<file path="config.mk">
export PLATFORM = sky130hd
export DESIGN_NAME = spp_page_programmer
export DESIGN_NICKNAME = d
export VERILOG_FILES = /design/src/rtl/spp_pkg.sv /design/src/rtl/spp_regs.sv /design/src/rtl/spp_pagebuf.sv /design/src/rtl/spp_shifter.sv /design/src/rtl/spp_page_programmer.sv
export SDC_FILE = /design/constraint.sdc
export NUM_CORES = 1
export LEC_CHECK = 0
export ABC_CLOCK_PERIOD_IN_PS = 6100
export BUFFER_PORTS_ARGS = -buffer_cell sky130_fd_sc_hd__buf_4
export CORE_AREA = 5 5 305 307
export DETAILED_ROUTE_END_ITERATION = 8
export DIE_AREA = 0 0 310 312
export HOLD_SLACK_MARGIN = 0.08
export PLACE_DENSITY = 0.65
export SYNTH_ARGS = -nofsm -noshare
export SYNTH_HDL_FRONTEND = slang
export SYNTH_SLANG_ARGS = --single-unit
export TNS_END_PERCENT = 30
</file>
<file path="constraint.sdc">
create_clock -name clk -period 6.1 [get_ports clk]
set_input_delay 0.305 -clock clk [delete_from_list [all_inputs] [get_ports clk]]
set_output_delay 0.305 -clock clk [all_outputs]
set_load 0.005 [all_outputs]
</file>
<file path="src/rtl/spp_pkg.sv">
package spp_pkg;
  localparam logic [3:0] RA_CMD  = 4'd0;
  localparam logic [3:0] RA_CFG  = 4'd1;
  localparam logic [3:0] RA_OPC  = 4'd2;
  localparam logic [3:0] RA_AD0  = 4'd3;
  localparam logic [3:0] RA_MODE = 4'd7;
  localparam logic [3:0] RA_WDAT = 4'd8;
  localparam logic [3:0] RA_PAGE = 4'd9;

  localparam int GO_BIT   = 4;
  localparam int BUF_BIT  = 0;
  localparam int WIDE_BIT = 4;
  localparam int ADDR_BYTES_MAX = 4;

  typedef struct packed {
    logic buffered;
    logic wide;
  } frame_cfg_t;
endpackage

</file>
<file path="src/rtl/spp_regs.sv">
module spp_regs
  import spp_pkg::*;
#(
  parameter int ACK_LAT = 4
) (
  input  logic        clk,
  input  logic        rst_n,
  input  logic        we,
  input  logic [3:0]  addr,
  input  logic [31:0] wdata,
  output logic [7:0]  opcode,
  output logic [ADDR_BYTES_MAX*8-1:0] addr_bytes,
  output logic        wide,
  output logic [7:0]  single_byte,
  output logic        buf_ack,
  output logic        go,
  output logic        push,
  output logic [31:0] push_word
);
  localparam int CW = $clog2(ACK_LAT + 1);

  logic [7:0]    opc_q, opc_d, sb_q, sb_d;
  logic          wide_q, wide_d, req_q, req_d, ack_q, ack_d;
  logic [CW-1:0] cnt_q, cnt_d;

  always_comb begin
    opc_d  = opc_q;
    sb_d   = sb_q;
    wide_d = wide_q;
    req_d  = req_q;
    ack_d  = ack_q;
    cnt_d  = '0;
    if (we) begin
      case (addr)
        RA_OPC:  opc_d  = wdata[7:0];
        RA_WDAT: sb_d   = wdata[7:0];
        RA_MODE: wide_d = wdata[WIDE_BIT];
        RA_CFG:  req_d  = wdata[BUF_BIT];
        default: ;
      endcase
    end
    if (req_q != ack_q) begin
      if (cnt_q == CW'(ACK_LAT - 1)) begin
        ack_d = req_q;
        cnt_d = '0;
      end else begin
        cnt_d = cnt_q + CW'(1);
      end
    end
  end

  always_ff @(posedge clk or negedge rst_n) begin
    if (!rst_n) begin
      opc_q  <= '0;
      sb_q   <= '0;
      wide_q <= 1'b0;
      req_q  <= 1'b0;
      ack_q  <= 1'b0;
      cnt_q  <= '0;
    end else begin
      opc_q  <= opc_d;
      sb_q   <= sb_d;
      wide_q <= wide_d;
      req_q  <= req_d;
      ack_q  <= ack_d;
      cnt_q  <= cnt_d;
    end
  end

  for (genvar g = 0; g < ADDR_BYTES_MAX; g++) begin : g_abyte
    logic [7:0] ab_q;
    logic       ab_en;
    assign ab_en = we && (addr == RA_AD0 + 4'(g));
    always_ff @(posedge clk or negedge rst_n) begin
      if (!rst_n)     ab_q <= '0;
      else if (ab_en) ab_q <= wdata[7:0];
    end
    assign addr_bytes[g*8 +: 8] = ab_q;
  end

  assign opcode      = opc_q;
  assign single_byte = sb_q;
  assign wide        = wide_q;
  assign buf_ack     = ack_q;
  assign go          = we && (addr == RA_CMD) && wdata[GO_BIT];
  assign push        = we && (addr == RA_PAGE);
  assign push_word   = wdata;

  // readback only moves toward the value that was requested
  a_r2_ack_follows_req: assert property (@(posedge clk) disable iff (!rst_n)
    !$stable(ack_q) |-> ack_q == $past(req_q));
endmodule

</file>
<file path="src/rtl/spp_pagebuf.sv">
module spp_pagebuf #(
  parameter int WORD_W     = 32,
  parameter int PAGE_BYTES = 128
) (
  input  logic                  clk,
  input  logic                  rst_n,
  input  logic                  push,
  input  logic [WORD_W-1:0]     push_word,
  input  logic                  clear,
  input  logic [$clog2(PAGE_BYTES)-1:0] rd_idx,
  output logic [$clog2(PAGE_BYTES/(WORD_W/8)+1)-1:0] fill,
  output logic [7:0]            rd_byte
);
  localparam int LANES = WORD_W / 8;
  localparam int WORDS = PAGE_BYTES / LANES;
  localparam int FW    = $clog2(WORDS + 1);
  localparam int WIW   = $clog2(WORDS);
  localparam int LW    = $clog2(LANES);
  localparam int IW    = $clog2(PAGE_BYTES);

  logic [FW-1:0]     fill_q, fill_d;
  logic              accept;
  logic [WORD_W-1:0] mem [WORDS];
  logic [WIW-1:0]    rd_w;
  logic [LW-1:0]     rd_l;

  assign accept = push && (fill_q < FW'(WORDS)) && !clear;

  always_comb begin
    fill_d = fill_q;
    if (clear)       fill_d = '0;
    else if (accept) fill_d = fill_q + FW'(1);
  end

  always_ff @(posedge clk or negedge rst_n) begin
    if (!rst_n) fill_q <= '0;
    else        fill_q <= fill_d;
  end

  for (genvar g = 0; g < WORDS; g++) begin : g_word
    logic wen;
    assign wen = accept && (fill_q[WIW-1:0] == WIW'(g));
    always_ff @(posedge clk) begin
      if (wen) mem[g] <= push_word;
    end
  end

  assign rd_w    = rd_idx[IW-1:LW];
  assign rd_l    = rd_idx[LW-1:0];
  assign rd_byte = (FW'(rd_w) < fill_q) ? mem[rd_w][rd_l*8 +: 8] : 8'h00;
  assign fill    = fill_q;

  // fill level never passes the page size
  a_r8_fill_bounded: assert property (@(posedge clk) disable iff (!rst_n)
    fill_q <= FW'(WORDS));
  // a clear request always wins over a simultaneous push
  a_r10_clear_wins: assert property (@(posedge clk) disable iff (!rst_n)
    clear |=> fill_q == '0);
endmodule

</file>
<file path="src/rtl/spp_shifter.sv">
module spp_shifter
  import spp_pkg::*;
#(
  parameter int PAGE_BYTES = 128
) (
  input  logic       clk,
  input  logic       rst_n,
  input  logic       start,
  input  frame_cfg_t cfg_in,
  input  logic [7:0] byte_in,
  output logic       active,
  output frame_cfg_t cfg,
  output logic [$clog2(PAGE_BYTES+ADDR_BYTES_MAX+2)-1:0] byte_idx,
  output logic       done,
  output logic       cs_n,
  output logic       sck,
  output logic       mosi
);
  localparam int LENW = $clog2(PAGE_BYTES + ADDR_BYTES_MAX + 2);

  logic            act_q, act_d, ph_q, ph_d;
  logic [2:0]      bit_q, bit_d;
  logic [LENW-1:0] idx_q, idx_d, len;
  frame_cfg_t      cfg_q, cfg_d;
  logic            last_byte;

  assign len = LENW'(1) + (cfg_q.wide ? LENW'(4) : LENW'(3))
             + (cfg_q.buffered ? LENW'(PAGE_BYTES) : LENW'(1));
  assign last_byte = (idx_q == len - LENW'(1));
  assign done = act_q && ph_q && (bit_q == 3'd7) && last_byte;

  always_comb begin
    act_d = act_q;
    ph_d  = ph_q;
    bit_d = bit_q;
    idx_d = idx_q;
    cfg_d = cfg_q;
    if (!act_q) begin
      if (start) begin
        act_d = 1'b1;
        ph_d  = 1'b0;
        bit_d = '0;
        idx_d = '0;
        cfg_d = cfg_in;
      end
    end else begin
      ph_d = !ph_q;
      if (ph_q) begin
        if (bit_q == 3'd7) begin
          bit_d = '0;
          if (last_byte) act_d = 1'b0;
          else           idx_d = idx_q + LENW'(1);
        end else begin
          bit_d = bit_q + 3'd1;
        end
      end
    end
  end

  always_ff @(posedge clk or negedge rst_n) begin
    if (!rst_n) begin
      act_q <= 1'b0;
      ph_q  <= 1'b0;
      bit_q <= '0;
      idx_q <= '0;
      cfg_q <= '0;
    end else begin
      act_q <= act_d;
      ph_q  <= ph_d;
      bit_q <= bit_d;
      idx_q <= idx_d;
      cfg_q <= cfg_d;
    end
  end

  assign active   = act_q;
  assign cfg      = cfg_q;
  assign byte_idx = idx_q;
  assign cs_n     = !act_q;
  assign sck      = act_q && ph_q;
  assign mosi     = act_q && byte_in[3'd7 - bit_q];

  // once started, the frame runs until its last bit
  a_r6_busy_until_done: assert property (@(posedge clk) disable iff (!rst_n)
    act_q && !done |=> act_q);
  // data line holds steady through the high half of each bit
  a_r4_mosi_steady: assert property (@(posedge clk) disable iff (!rst_n)
    ph_q |-> $stable(mosi));
endmodule

</file>
<file path="src/rtl/spp_page_programmer.sv">
module spp_page_programmer
  import spp_pkg::*;
#(
  parameter int WORD_W     = 32,
  parameter int PAGE_BYTES = 128,
  parameter int ACK_LAT    = 4
) (
  input  logic        clk,
  input  logic        rst_n,
  input  logic        reg_we,
  input  logic [3:0]  reg_addr,
  input  logic [WORD_W-1:0] reg_wdata,
  output logic        cmd_busy,
  output logic        bufen_status,
  output logic [$clog2(PAGE_BYTES/(WORD_W/8)+1)-1:0] fill_words,
  output logic        spi_cs_n,
  output logic        spi_sck,
  output logic        spi_mosi
);
  localparam int LENW = $clog2(PAGE_BYTES + ADDR_BYTES_MAX + 2);
  localparam int IW   = $clog2(PAGE_BYTES);

  logic [1:0] rs_q;
  logic       rst_i;

  always_ff @(posedge clk or negedge rst_n) begin
    if (!rst_n) rs_q <= 2'b00;
    else        rs_q <= {rs_q[0], 1'b1};
  end
  assign rst_i = rs_q[1];

  logic [7:0]  opcode, single_byte, pb_byte, cur_byte;
  logic [ADDR_BYTES_MAX*8-1:0] addr_bytes;
  logic        wide, ack, go, push, active, done;
  logic [WORD_W-1:0] push_word;
  frame_cfg_t  cfg_q, cfg_in;
  logic [LENW-1:0] idx, alen;
  logic [IW-1:0]   data_idx;
  logic [1:0]      asel;

  spp_regs #(.ACK_LAT(ACK_LAT)) u_regs (
    .clk(clk), .rst_n(rst_i), .we(reg_we), .addr(reg_addr), .wdata(reg_wdata),
    .opcode(opcode), .addr_bytes(addr_bytes), .wide(wide),
    .single_byte(single_byte), .buf_ack(ack), .go(go), .push(push),
    .push_word(push_word)
  );

  spp_pagebuf #(.WORD_W(WORD_W), .PAGE_BYTES(PAGE_BYTES)) u_buf (
    .clk(clk), .rst_n(rst_i), .push(push && ack && !active),
    .push_word(push_word), .clear(done), .rd_idx(data_idx),
    .fill(fill_words), .rd_byte(pb_byte)
  );

  assign cfg_in = '{buffered: ack, wide: wide};

  spp_shifter #(.PAGE_BYTES(PAGE_BYTES)) u_shift (
    .clk(clk), .rst_n(rst_i), .start(go && !active), .cfg_in(cfg_in),
    .byte_in(cur_byte), .active(active), .cfg(cfg_q), .byte_idx(idx),
    .done(done), .cs_n(spi_cs_n), .sck(spi_sck), .mosi(spi_mosi)
  );

  assign alen     = cfg_q.wide ? LENW'(4) : LENW'(3);
  assign asel     = 2'(alen - idx);
  assign data_idx = IW'(idx - LENW'(1) - alen);

  always_comb begin
    if (idx == '0)        cur_byte = opcode;
    else if (idx <= alen) cur_byte = addr_bytes[asel*8 +: 8];
    else if (cfg_q.buffered) cur_byte = pb_byte;
    else                  cur_byte = single_byte;
  end

  assign cmd_busy     = active;
  assign bufen_status = ack;
endmodule

</file>
======== Word-level counts from Yosys, hierarchy flattened ========
Memory sizes are Yosys's and may differ from the RTL's.
Index checks and enable logic that the tools add are counted.
cells by class
  reduce and logical (&&, ||, !) cells .... 95
  shifts and indexed selects .............. 2
  divide/modulo/power cells ............... 0
  add/sub/neg operators ................... 11
  mux-type cells .......................... 185
  order comparisons ....................... 4
  multiply operators ...................... 0
  bitwise logic cells ..................... 1
  equality and inequality tests ........... 47
operators by type and width
  operator                                                                number
  32-bit two-way mux                                                      31
  32-bit OR reduction                                                     31
  5-bit two-way mux                                                       31
  1-bit two-way mux                                                       103
  5-bit equality test (second input constant)                             16
  8-bit two-way mux                                                       10
  32-bit by 6-bit variable part select with 8-bit output                  2
  1-bit logical AND                                                       48
  5-bit by 4-bit equality test with 1-bit output (second input constant)  8
  3-bit two-way mux                                                       7
  5-bit by 3-bit equality test with 1-bit output (second input constant)  4
  4-bit by 3-bit equality test with 1-bit output (second input constant)  4
  2-bit AND reduction                                                     7
  6-bit two-way mux                                                       2
  5-bit by 2-bit equality test with 1-bit output (second input constant)  2
  8-bit by 1-bit adder with 8-bit output (second input constant)          1
  8-bit adder                                                             1
  4-bit by 2-bit equality test with 1-bit output (second input constant)  2
  4-bit equality test (second input constant)                             2
  8-bit equality test                                                     1
  8-bit by 3-bit less-or-equal comparator with 1-bit output               1
  8-bit zero test                                                         1
  8-bit by 1-bit subtractor with 8-bit output (second input constant)     1
  7-bit by 1-bit subtractor with 7-bit output (second input constant)     1
  other kinds (22)                                                        28
storage, ports and cells
  RAM bits ................................ 1024
  bits in latches ......................... 0
  register bits after elaboration ......... 77
  memories ................................ 1
  input bits .............................. 39
  word-level logic and storage cells ...... 364
  memory bits (read-only) ................. 0
memory list
  name       words  bits a word  rd ports  clocked after Yosys merged registers in  write ports  line               source
  u_buf.mem  32     32           1         0                                        1            spp_pagebuf.sv:23  logic [WORD_W-1:0] mem [WORDS];

======== Depth between registers and ports, before layout ========
Gate-level depths: netlist of the first run.
  word-level depth ........................ 43
  mapped depth ............................ 22
  gate-level depth less buffers ........... 17

======== Hierarchy ========
Synthesis of the first run repeated with hierarchy kept, for this count alone.
unflattened totals
  cell total of the unflattened synthesis .. 2169
  area, all modules ....................... 44123.6 sq um
by module, submodules not included
  module               cells an instance  area each (sq um)  times used
  spp_pagebuf          1832               39957.1            1
  spp_regs             164                2473.6             1
  spp_shifter          96                 947.2              1
  spp_page_programmer  77                 745.7              1

======== Worst setup path before layout of the first run ========
No wires, ideal clock.
  path type ............................... register -> output
  start point ............................. register, netlist name u_shift.cfg[0]
  end point ............................... output port spi_mosi
  data required time ...................... 5.795 ns
  data arrival time ....................... 4.278 ns
  setup slack ............................. 1.517 ns
  path buffers ............................ 6
  stages on the path, launching flop included .. 23
  cell sequence ........................... dfrtp_1 > inv_1 > ha_1 > buf_6 > a21o_4 > nor3_4 > nor2_4 > inv_4 > buf_12 > buf_12 > buf_6 > buf_4 > buf_2 > ha_1 > o21ai_0 > a211oi_1 > nor4_1 > o211ai_1 > o21ai_0 > and4b_1 > nand4_1 > o211ai_1 > a32oi_1
on the way
  word-level cells in the longest chain between the ends .. 11
  elaborated cells between the ends (all ways) .. 15
ends and longest elaborated chain
  element                                                 line                       source
  3-bit two-way mux *                                     spp_page_programmer.sv:62  assign alen = cfg_q.wide ? LENW'(4) : LENW'(3);
  7-bit by 3-bit subtractor with 7-bit output             spp_page_programmer.sv:64  assign data_idx = IW'(idx - LENW'(1) - alen);
  memory read 32 x 32 bit                                 -
  32-bit by 6-bit variable part select with 8-bit output  spp_pagebuf.sv:50          assign rd_byte = (FW'(rd_w) < fill_q) ? mem[rd_w][rd_l*8 +: 8] : 8'h00;
  8-bit two-way mux                                       spp_pagebuf.sv:50
  8-bit two-way mux                                       spp_page_programmer.sv:69  else if (cfg_q.buffered) cur_byte = pb_byte;
  8-bit two-way mux *                                     spp_page_programmer.sv:68  else if (idx <= alen) cur_byte = addr_bytes[asel*8 +: 8];
  8-bit two-way mux *                                     spp_page_programmer.sv:67  if (idx == '0) cur_byte = opcode;
  1-bit binary-select mux with 3-bit select *             spp_shifter.sv:81          assign mosi = act_q && byte_in[3'd7 - bit_q];
  1-bit two-way mux (implied by the code) *               spp_shifter.sv:81
  1-bit logical AND *                                     spp_shifter.sv:81
  end: declaration                                        spp_page_programmer.sv:18  output logic spi_mosi
Mark *: on every way between the ends. The rest lies on a longest branch, timed or not. The select of a mux whose other input is x is not followed.

======== Final worst setup path of the first run ========
  start point ............................. register, netlist name u_shift.cfg[0]
  end point ............................... output port spi_mosi
on the way
  word-level cells in the longest chain between the ends .. 11
  elaborated cells between the ends (all ways) .. 15
ends and longest elaborated chain
  element                                                 line
  3-bit two-way mux *                                     spp_page_programmer.sv:62
  7-bit by 3-bit subtractor with 7-bit output             spp_page_programmer.sv:64
  memory read 32 x 32 bit                                 -
  32-bit by 6-bit variable part select with 8-bit output  spp_pagebuf.sv:50
  8-bit two-way mux                                       spp_pagebuf.sv:50
  8-bit two-way mux                                       spp_page_programmer.sv:69
  8-bit two-way mux *                                     spp_page_programmer.sv:68
  8-bit two-way mux *                                     spp_page_programmer.sv:67
  1-bit binary-select mux with 3-bit select *             spp_shifter.sv:81
  1-bit two-way mux (implied by the code) *               spp_shifter.sv:81
  1-bit logical AND *                                     spp_shifter.sv:81
Marked as above.

==> results of run 1 <==
-- metrics by stage --
step                      power (uW)  std cells
final                          24900       3937
after global routing           25700       3936
after CTS                      24800       3933
after detailed placement       18200       3692
after global placement         18200       3692
after floorplan                15200       2520
-- state kept, by name (all words and copies together) (netlist names), 2 cells and up --
register             flops
u_regs.opcode            8
u_regs.single_byte       8
u_shift.bit_q            3
rs_q                     2
u_shift.byte_idx         8
u_regs.cnt_q             3
u_buf.fill               6
u_shift.cfg              2
u_buf.mem             1024
u_regs.g_abyte.ab_q     32
-- cell type report --
class	instances	area, sq um	area share
Antenna cell	2	5.00	0.0000991
Clock buffer	140	2920	0.0578
Clock inverter	61	508	0.0101
Inverter	21	97.6	0.00193
Multi-Input combinational cell	1261	11300	0.223
Sequential cell	1101	32700	0.647
Tap cell	1176	1470	0.0291
Timing Repair Buffer	175	1550	0.0306
-- how the worst max path moves through the flow --
stage	end	cells after the start	slack, ns	startpoint
after floorplan	spi_mosi	22	1.52	u_shift.cfg[0]
after global placement	spi_mosi	14	0.66	u_shift.byte_idx[0]
after detailed placement	spi_mosi	15	0.66	u_shift.byte_idx[0]
after CTS	spi_mosi	15	0.007	u_shift.cfg[0]
after global routing	spi_mosi	14	0.07	u_shift.cfg[0]
final	spi_mosi	16	0.24	u_shift.cfg[0]
-- what timing repair did --
action,4_1_cts,5_1_grt
endpoints found under the setup margin,1,1
resized for setup,1,12
buffers inserted,3,1
cloned,0,1
pin swaps,1,2
endpoints found under the hold margin,970,0
hold buffers,37,0
-- power groups by stage --
stage / Combinational (uW) / Sequential [uW] / Clock [uW]
2_1_floorplan: 6630 / 8570 / 0
3_5_place_dp: 9620 / 8620 / 0
5_1_grt: 10400 / 8470 / 6870
4_1_cts: 9770 / 8460 / 6520
6_report: 9960 / 8460 / 6450
3_3_place_gp: 9550 / 8600 / 0
-- synthesized netlist by cell type, types with 41 or more instances --
library cell  instances
mux2i_1             176
dfrtp_1              77
nor2_1               70
clkbuf_1             57
a21oi_1              41
mux4_2              125
o21ai_0              43
a211oi_1             63
and3_1               53
nand3_1              46
edfxtp_1           1024
mux2_2               57
nand2_1             226
-- routing by layer --
metal  up-vias  global-route usage
met3       326              0.0567
met5         -                   0
met2      1524               0.411
met1     13300               0.358
li1      10500                   -
met4         0               0.114
-- logic make-up (layout without fill, tap and decap cells) --
family          Yosys count  in the layout  synth area share
flops                  1101           1101             0.734
simple gates            499            499            0.0533
mux                     368            368             0.123
compound gates          354            355            0.0582
buf+inv                 159            397            0.0220
fa+ha+maj                22             22           0.00635
xor+xnor                 16             16           0.00348
other cells               1              3         0.0000842
-- critical path: stages, from the launching register on --
cell	delay, ns
dfrtp_1	0.41
inv_1	0.14
ha_2	0.55
nand3_2	0.24
a21oi_4	0.31
nor2_4	0.13
inv_16	0.24
buf_12	0.44
mux2i_1	0.25
o22ai_1	0.10
o31ai_1	0.82
a31oi_1	0.22
buf_4	0.19
a211o_1	0.30
nand3_1	0.10
a32oi_2	0.12
buf_4	0.19
==> implementation parameters, run 1 <==
Parameter                              Value

Clock network
  CTS tree ... done
  Clock Path Buffers ... 3
  Clock sink count ... 1101
  Root cell of the clock tree ... clkbuf_16
  Clock slew at the register clock pins of the worst setup and hold paths ... ~0.060 ns
  Number of levels in the clock H-tree ... 3
  Total clock buffers created by CTS ... 109
  Clock insertion delay at the later pin of the skew report ... 0.69 ns

STA
  RSZ-0062 raised after global routing ... false
  Final period demand of the worst path ... 5.86 ns
  Achievable clock frequency ... 171 MHz
  Final slew viol count ... 0
  Worst Max-Slew Pin Slew ... between 1 and 1.5 ns
  Worst slew slack as a fraction of its limit ... 0.201
  Largest clock skew in the final design ... between 0.02 and 0.025 ns
  Min Hold Slack ... 0.126 ns
  Slack of the critical path ... 0.243 ns
  Finish-stage setup viols ... 0
  Aggregate negative setup slack ... 0 ns
  Ratio of final minimum period to clock period ... 0.960
  Final Hold Fails ... 0

Finish
  Post-layout net count ... between 2000 and 3000
  Growth of design area from synthesis to finish ... 13.3%
  Share of cells above drive strength 1 ... 0.198
  Commonest non-fill, non-tap cell in the layout ... edfxtp_1
  Most frequent cells in the layout ... edfxtp_1 (1024), nand2_1 (226), mux2i_1 (176)
  Fin util ... 0.563
  Filler instances ... 6730
  Summed area of non-filler cells in the final layout ... 50500 sq um

Worst hold path
  Terminating pin of the worst hold path ... u_buf.mem[21][0]
  Tightest Hold Check Type ... in2reg
  Number of cells traversed by the worst hold path ... 1
  Worst min-delay path startpoint ... reg_wdata[0]

Drt
  Drc violations ... 0
  Length of routed met2 wiring ... 60.0 mm
  Iteration count of the initial detailed-routing pass ... 7
  Detailed Route Iter0 Violations ... ~3700
  Met3 wire length ... roughly 13 mm
  Total vias in the final route ... ~26000
  WL final ... about 130 mm
  Highest Signal Layer ... met4
  Routed met1 length ... 49.2 mm
  ANT nets after route ... 0
  Final routed wire length divided by cell count ... about 33 um
  Average vias per placed instance ... between 6 and 7

Synth
  Netlist area before placement ... 44500 sq um
  Number of distinct library cells after synthesis ... 92
  Number of synthesized register bits ... between 1000 and 1500
  Most common flop cell mapped by yosys ... edfxtp_1
  Post-synthesis net count ... about 2600
  Yosys top cell by area ... edfxtp_1
  Number of standard cells after synthesis ... between 2000 and 3000
  Share of the synthesized area in the top cell type ... 0.690
  Synthesized area per cell ... 17.7 sq um
  Number of warnings reported in the yosys synthesis log ... 0
  Asr flop ratio synth ... 0.0699
  Number of enable-type register cells in the synthesized netlist ... 1024
  Part of the Yosys area used for sequential elements ... 0.734
  Cell types with the largest area share after synthesis ... edfxtp_1 (69%), mux4_2 (6.3%), dfrtp_1 (4.3%), mux2i_1 (4.0%), nand2_1 (1.9%)

Power
  Reported net switching power ... 8990 uW
  Combinational cell fraction of total power ... 0.400
  Internal Power ... between 15000 and 20000 uW
  Leakage power ... between 0.015 and 0.02 uW
  Sw frac ... 0.362
  Relative contribution of sequential cells to total power ... 0.340
  VDD IR max ... approximately 620 uV
  Total power per unit cell area ... approximately 500 nW/um^2
  Part of the power in the clock network ... 0.259

Outcome
  Outcome ... completed

Floorplanning
  Area of the die ... 96700 sq um
  Core box area ... 89700 sq um
  Top Ports ... 50
  Die X ... 310 um
  Num rows ... 110
  Die extent in y ... 312 um
  Starting density of the core ... 0.496

GRT
  Number of global-route vias before repair ... approximately 25000
  Pin count of the biggest net entering global routing ... 106
  GRT Util Overall ... 0.262
  Remaining Overflow, GRT ... 0
  Number of antenna violations at the first check in global routing ... 3
  Wire length of the first global-routing pass ... 182 mm

Flow run
  Max capacitance violation total ... 0

Critical path
  Depth of the worst register-to-register path ... 7
  Required @ worst endpoint ... 5.79 ns
  Worst Path Class, Setup ... reg2out
  Nature of the critical path endpoint ... primary output
  Register-to-register setup slack ... 2.34 ns
  Worst EP arrival ... 5.55 ns
  Startpoint type of the worst setup path ... flop
  Max FO, Critical Path ... 88
  Reg-to-reg critical path startpoint ... u_shift.byte_idx[3]
  RR Endpoint ... u_shift.byte_idx[7]

Placed design
  Setup WS pre-CTS ... roughly 0.66 ns
  Count of input and output buffers ... between 40 and 50
  Post-Place Cell Area ... 46600 sq um
  Final GP Congestion ... 0.953
  Post-DP HPWL ... 71.8 mm
Note: power is estimated with default switching activity, not from simulation.
==> run 2, diff against run 1 <==
Settings changed: REMOVE_ABC_BUFFERS set to 1.
==> run 2 against run 1 <==
  * Design area is 0.55% higher
  * Clock power is 6.0% higher
  * Die area stayed put
  * Total power is 0.69% higher
  * Non-clock buffer count stayed put
  * Via count is 0.27% higher
  * Critical path depth stayed put
  * Global-route usage is 0.46 points higher
  * Fmax is 2.6% lower
  * Cell count hardly changed
  * Wire length is 1.6% higher
  * Highest routed layer is now met5
==> implementation parameters, run 2 (same netlist as run 1, synthesis figures left out) <==
Parameter                              Value

Critical path
  RR Endpoint ... u_buf.mem[11][19]
  Startpoint type of the worst setup path ... flop
  Family with the most delay on the worst path ... simple AND/OR/NAND/NOR gates
  Reg-to-reg critical path startpoint ... u_shift.active
  Worst EP arrival ... 5.71 ns (+0.16 ns)
  Nature of the critical path endpoint ... primary output
  Cells along the critical path ... ha_1 > inv_1 > fa_1 > nand2b_1 > nand3_1 > xor2_4 > inv_1 > buf_4 > nor2_1 > nand2_2 > o21ai_0 > a31oi_1 > a31oi_2 > o2111ai_1 > a32oi_4 > buf_4
  Required @ worst endpoint ... 5.79 ns (about the same)
  Depth of the worst register-to-register path ... 6 (-1)
  Worst Path Class, Setup ... reg2out
  Max FO, Critical Path ... 21 (-76%)
  CP Buf/Inv Count ... 4 (-1)
  Critical-path cell with the highest stage delay ... nor2_1
  Register-to-register setup slack ... 2.44 ns (+0.10 ns)
  Delay of the slowest critical-path stage ... 0.71 ns (-0.11 ns)
  Instance count on the critical path ... 16 (unchanged)

Finish
  Growth of design area from synthesis to finish ... 14.0%
  Commonest non-fill, non-tap cell in the layout ... edfxtp_1
  Antenna diode instance count ... 0 (-2)
  Summed area of non-filler cells in the final layout ... 50800 sq um (+0.55%)
  Post-layout net count ... 2729 (-0.037%)
  Most frequent cells in the layout ... edfxtp_1 (1024), nand2_1 (224), mux2i_1 (176)
  Largest register FFs ... 1024 (unchanged)
  Biggest registers after layout ... u_buf.mem (1024), u_regs.g_abyte.ab_q (32)
  Filler instances ... 6783 (+0.79%)
  Share of cells above drive strength 1 ... 0.204 (+0.00573)
  Non-filler cells, final ... 3936 (-0.025%)
  Top reg by flops ... u_buf.mem

Drt
  Length of routed met2 wiring ... 61.0 mm (+1.7%)
  ANT nets after route ... 0 (unchanged)
  Highest Signal Layer ... met5
  Average vias per placed instance ... 6.53 (+0.30%)
  Detailed Route Iter0 Violations ... 3330 (-9.3%)
  Iteration count of the initial detailed-routing pass ... 5 (-2)
  Total vias in the final route ... 25700 (+0.27%)
  WL final ... 130 mm (+1.6%)
  Final routed wire length divided by cell count ... 33.1 um (+1.6%)
  Routed met1 length ... 49.3 mm (+0.26%)
  Drc violations ... 0 (unchanged)
  Met3 wire length ... 14.4 mm (+14%)

Floorplanning
  Starting density of the core ... 0.496 (unchanged)
  Area of the die ... 96700 sq um (unchanged)
  Core box area ... 89700 sq um (unchanged)
  Num rows ... 110 (unchanged)
  Top Ports ... 50 (unchanged)
  Die X ... 310 um (unchanged)
  Die extent in y ... 312 um (unchanged)

Flow run
  Max capacitance violation total ... 0 (unchanged)

STA
  Worst slew slack as a fraction of its limit ... 0.113 (-0.0876)
  Final Hold Fails ... 0 (unchanged)
  Final period demand of the worst path ... 6.01 ns (+0.158 ns)
  Finish-stage setup viols ... 0 (unchanged)
  Min Hold Slack ... 0.131 ns (+0.00510 ns)
  Aggregate negative setup slack ... 0 ns (unchanged)
  RSZ-0062 raised after global routing ... false
  Ratio of final minimum period to clock period ... 0.986 (+0.0258)
  Achievable clock frequency ... 166 MHz (-2.6%)
  Final slew viol count ... 0 (unchanged)
  Slack of the critical path ... 0.0851 ns (-0.158 ns)
  Largest clock skew in the final design ... 0.0338 ns (+0.0137 ns)
  Worst Max-Slew Pin Slew ... 1.33 ns (+0.131 ns)

Clock network
  Clock sink count ... 1101 (unchanged)
  CTS tree ... done
  Clock slew at the register clock pins of the worst setup and hold paths ... 0.06 ns (about the same)
  Root cell of the clock tree ... clkbuf_16
  Number of levels in the clock H-tree ... 3 (unchanged)
  Clock Path Buffers ... 3 (unchanged)
  Clock insertion delay at the later pin of the skew report ... 0.70 ns (about the same)
  Total clock buffers created by CTS ... 109 (unchanged)

Power
  Leakage power ... 0.0174 uW (+0.74%)
  VDD IR max ... 465 uV (-24%)
  Total power per unit cell area ... 493 nW/um^2 (+0.14%)

Placed design
  Post-DP HPWL ... 70.8 mm (-1.5%)
  Number of cells after detailed placement ... 3691 (-0.027%)
  Post-Place Cell Area ... 46600 sq um (about the same)
  Count of input and output buffers ... 49 (unchanged)
  Final GP Congestion ... 0.881 (-7.6%)
  Setup WS pre-CTS ... 0.434 ns (-0.221 ns)

GRT
  Pin count of the biggest net entering global routing ... 88 (-17%)
  Wire length of the first global-routing pass ... 184 mm (+1.2%)
  Number of global-route vias before repair ... 25400 (+0.67%)
  GRT Util Overall ... 0.267 (+0.00459)
  Remaining Overflow, GRT ... 0 (unchanged)
  Number of antenna violations at the first check in global routing ... 2 (-1)

Worst hold path
  Tightest Hold Check Type ... in2reg
  Terminating pin of the worst hold path ... u_buf.mem[28][0]
  Worst min-delay path startpoint ... reg_wdata[0]
  Number of cells traversed by the worst hold path ... 1 (unchanged)

Outcome
  Outcome ... completed
run 2: cell types whose count changed in the layout (fill, tap and decap cells not counted), sizes merged:
cell / previous run / this run
bufinv: 6 / 15
o21ai: 47 / 46
clkinvlp: 1 / 4
clkbuf: 140 / 122
diode: 2 / 0
clkinv: 49 / 55
inv: 26 / 28
run 2: worst max-delay path by stage:
stage / from / slack (ns) / end
after floorplan: u_shift.byte_idx[0] / -8.25 / spi_mosi
after global placement: u_shift.byte_idx[0] / 0.44 / spi_mosi
after detailed placement: u_shift.byte_idx[2] / 0.43 / spi_mosi
after CTS: u_shift.byte_idx[2] / 0.03 / spi_mosi
after global routing: u_shift.byte_idx[0] / 0.01 / spi_mosi
final: u_shift.byte_idx[0] / 0.09 / spi_mosi
run 2: per-layer routing:
metal,up-vias,global-route usage
li1,10500,-
met1,13400,0.370
met2,1561,0.417
met3,307,0.0580
met4,2,0.105
met5,-,0
run 2: final cells by class:
type / instances / area, sq um / area share
multi-input combinational: 1260 / 11300 / 0.222
inverter: 21 / 96.3 / 0.00190
clock buffer: 122 / 2800 / 0.0551
timing repair buffer: 175 / 1570 / 0.0310
sequential: 1101 / 32700 / 0.644
clock inverter: 81 / 851 / 0.0168
tap: 1176 / 1470 / 0.0290
run 2: repair_timing:
item	4_1_cts	5_1_grt
setup endpoints to repair	1	1
hold buffers	37	0
setup buffers	4	1
pin swaps	1	2
endpoints found under the hold margin	973	0
gates resized for setup	7	10
run 2: per-stage QoR:
step	total power [uW]	utilization
after floorplan	14800	-
after global placement	18000	0.519
after detailed placement	18100	0.519
after CTS	25000	0.565
after global routing	25900	0.566
final	25000	0.566
run 2: power by group:
group	switching (uW)	leakage [uW]	internal (uW)
logic	5830	0.00548	3920
registers	100	0.0101	8350
clock network	2890	0.00179	3950
total	8820	0.0174	16200
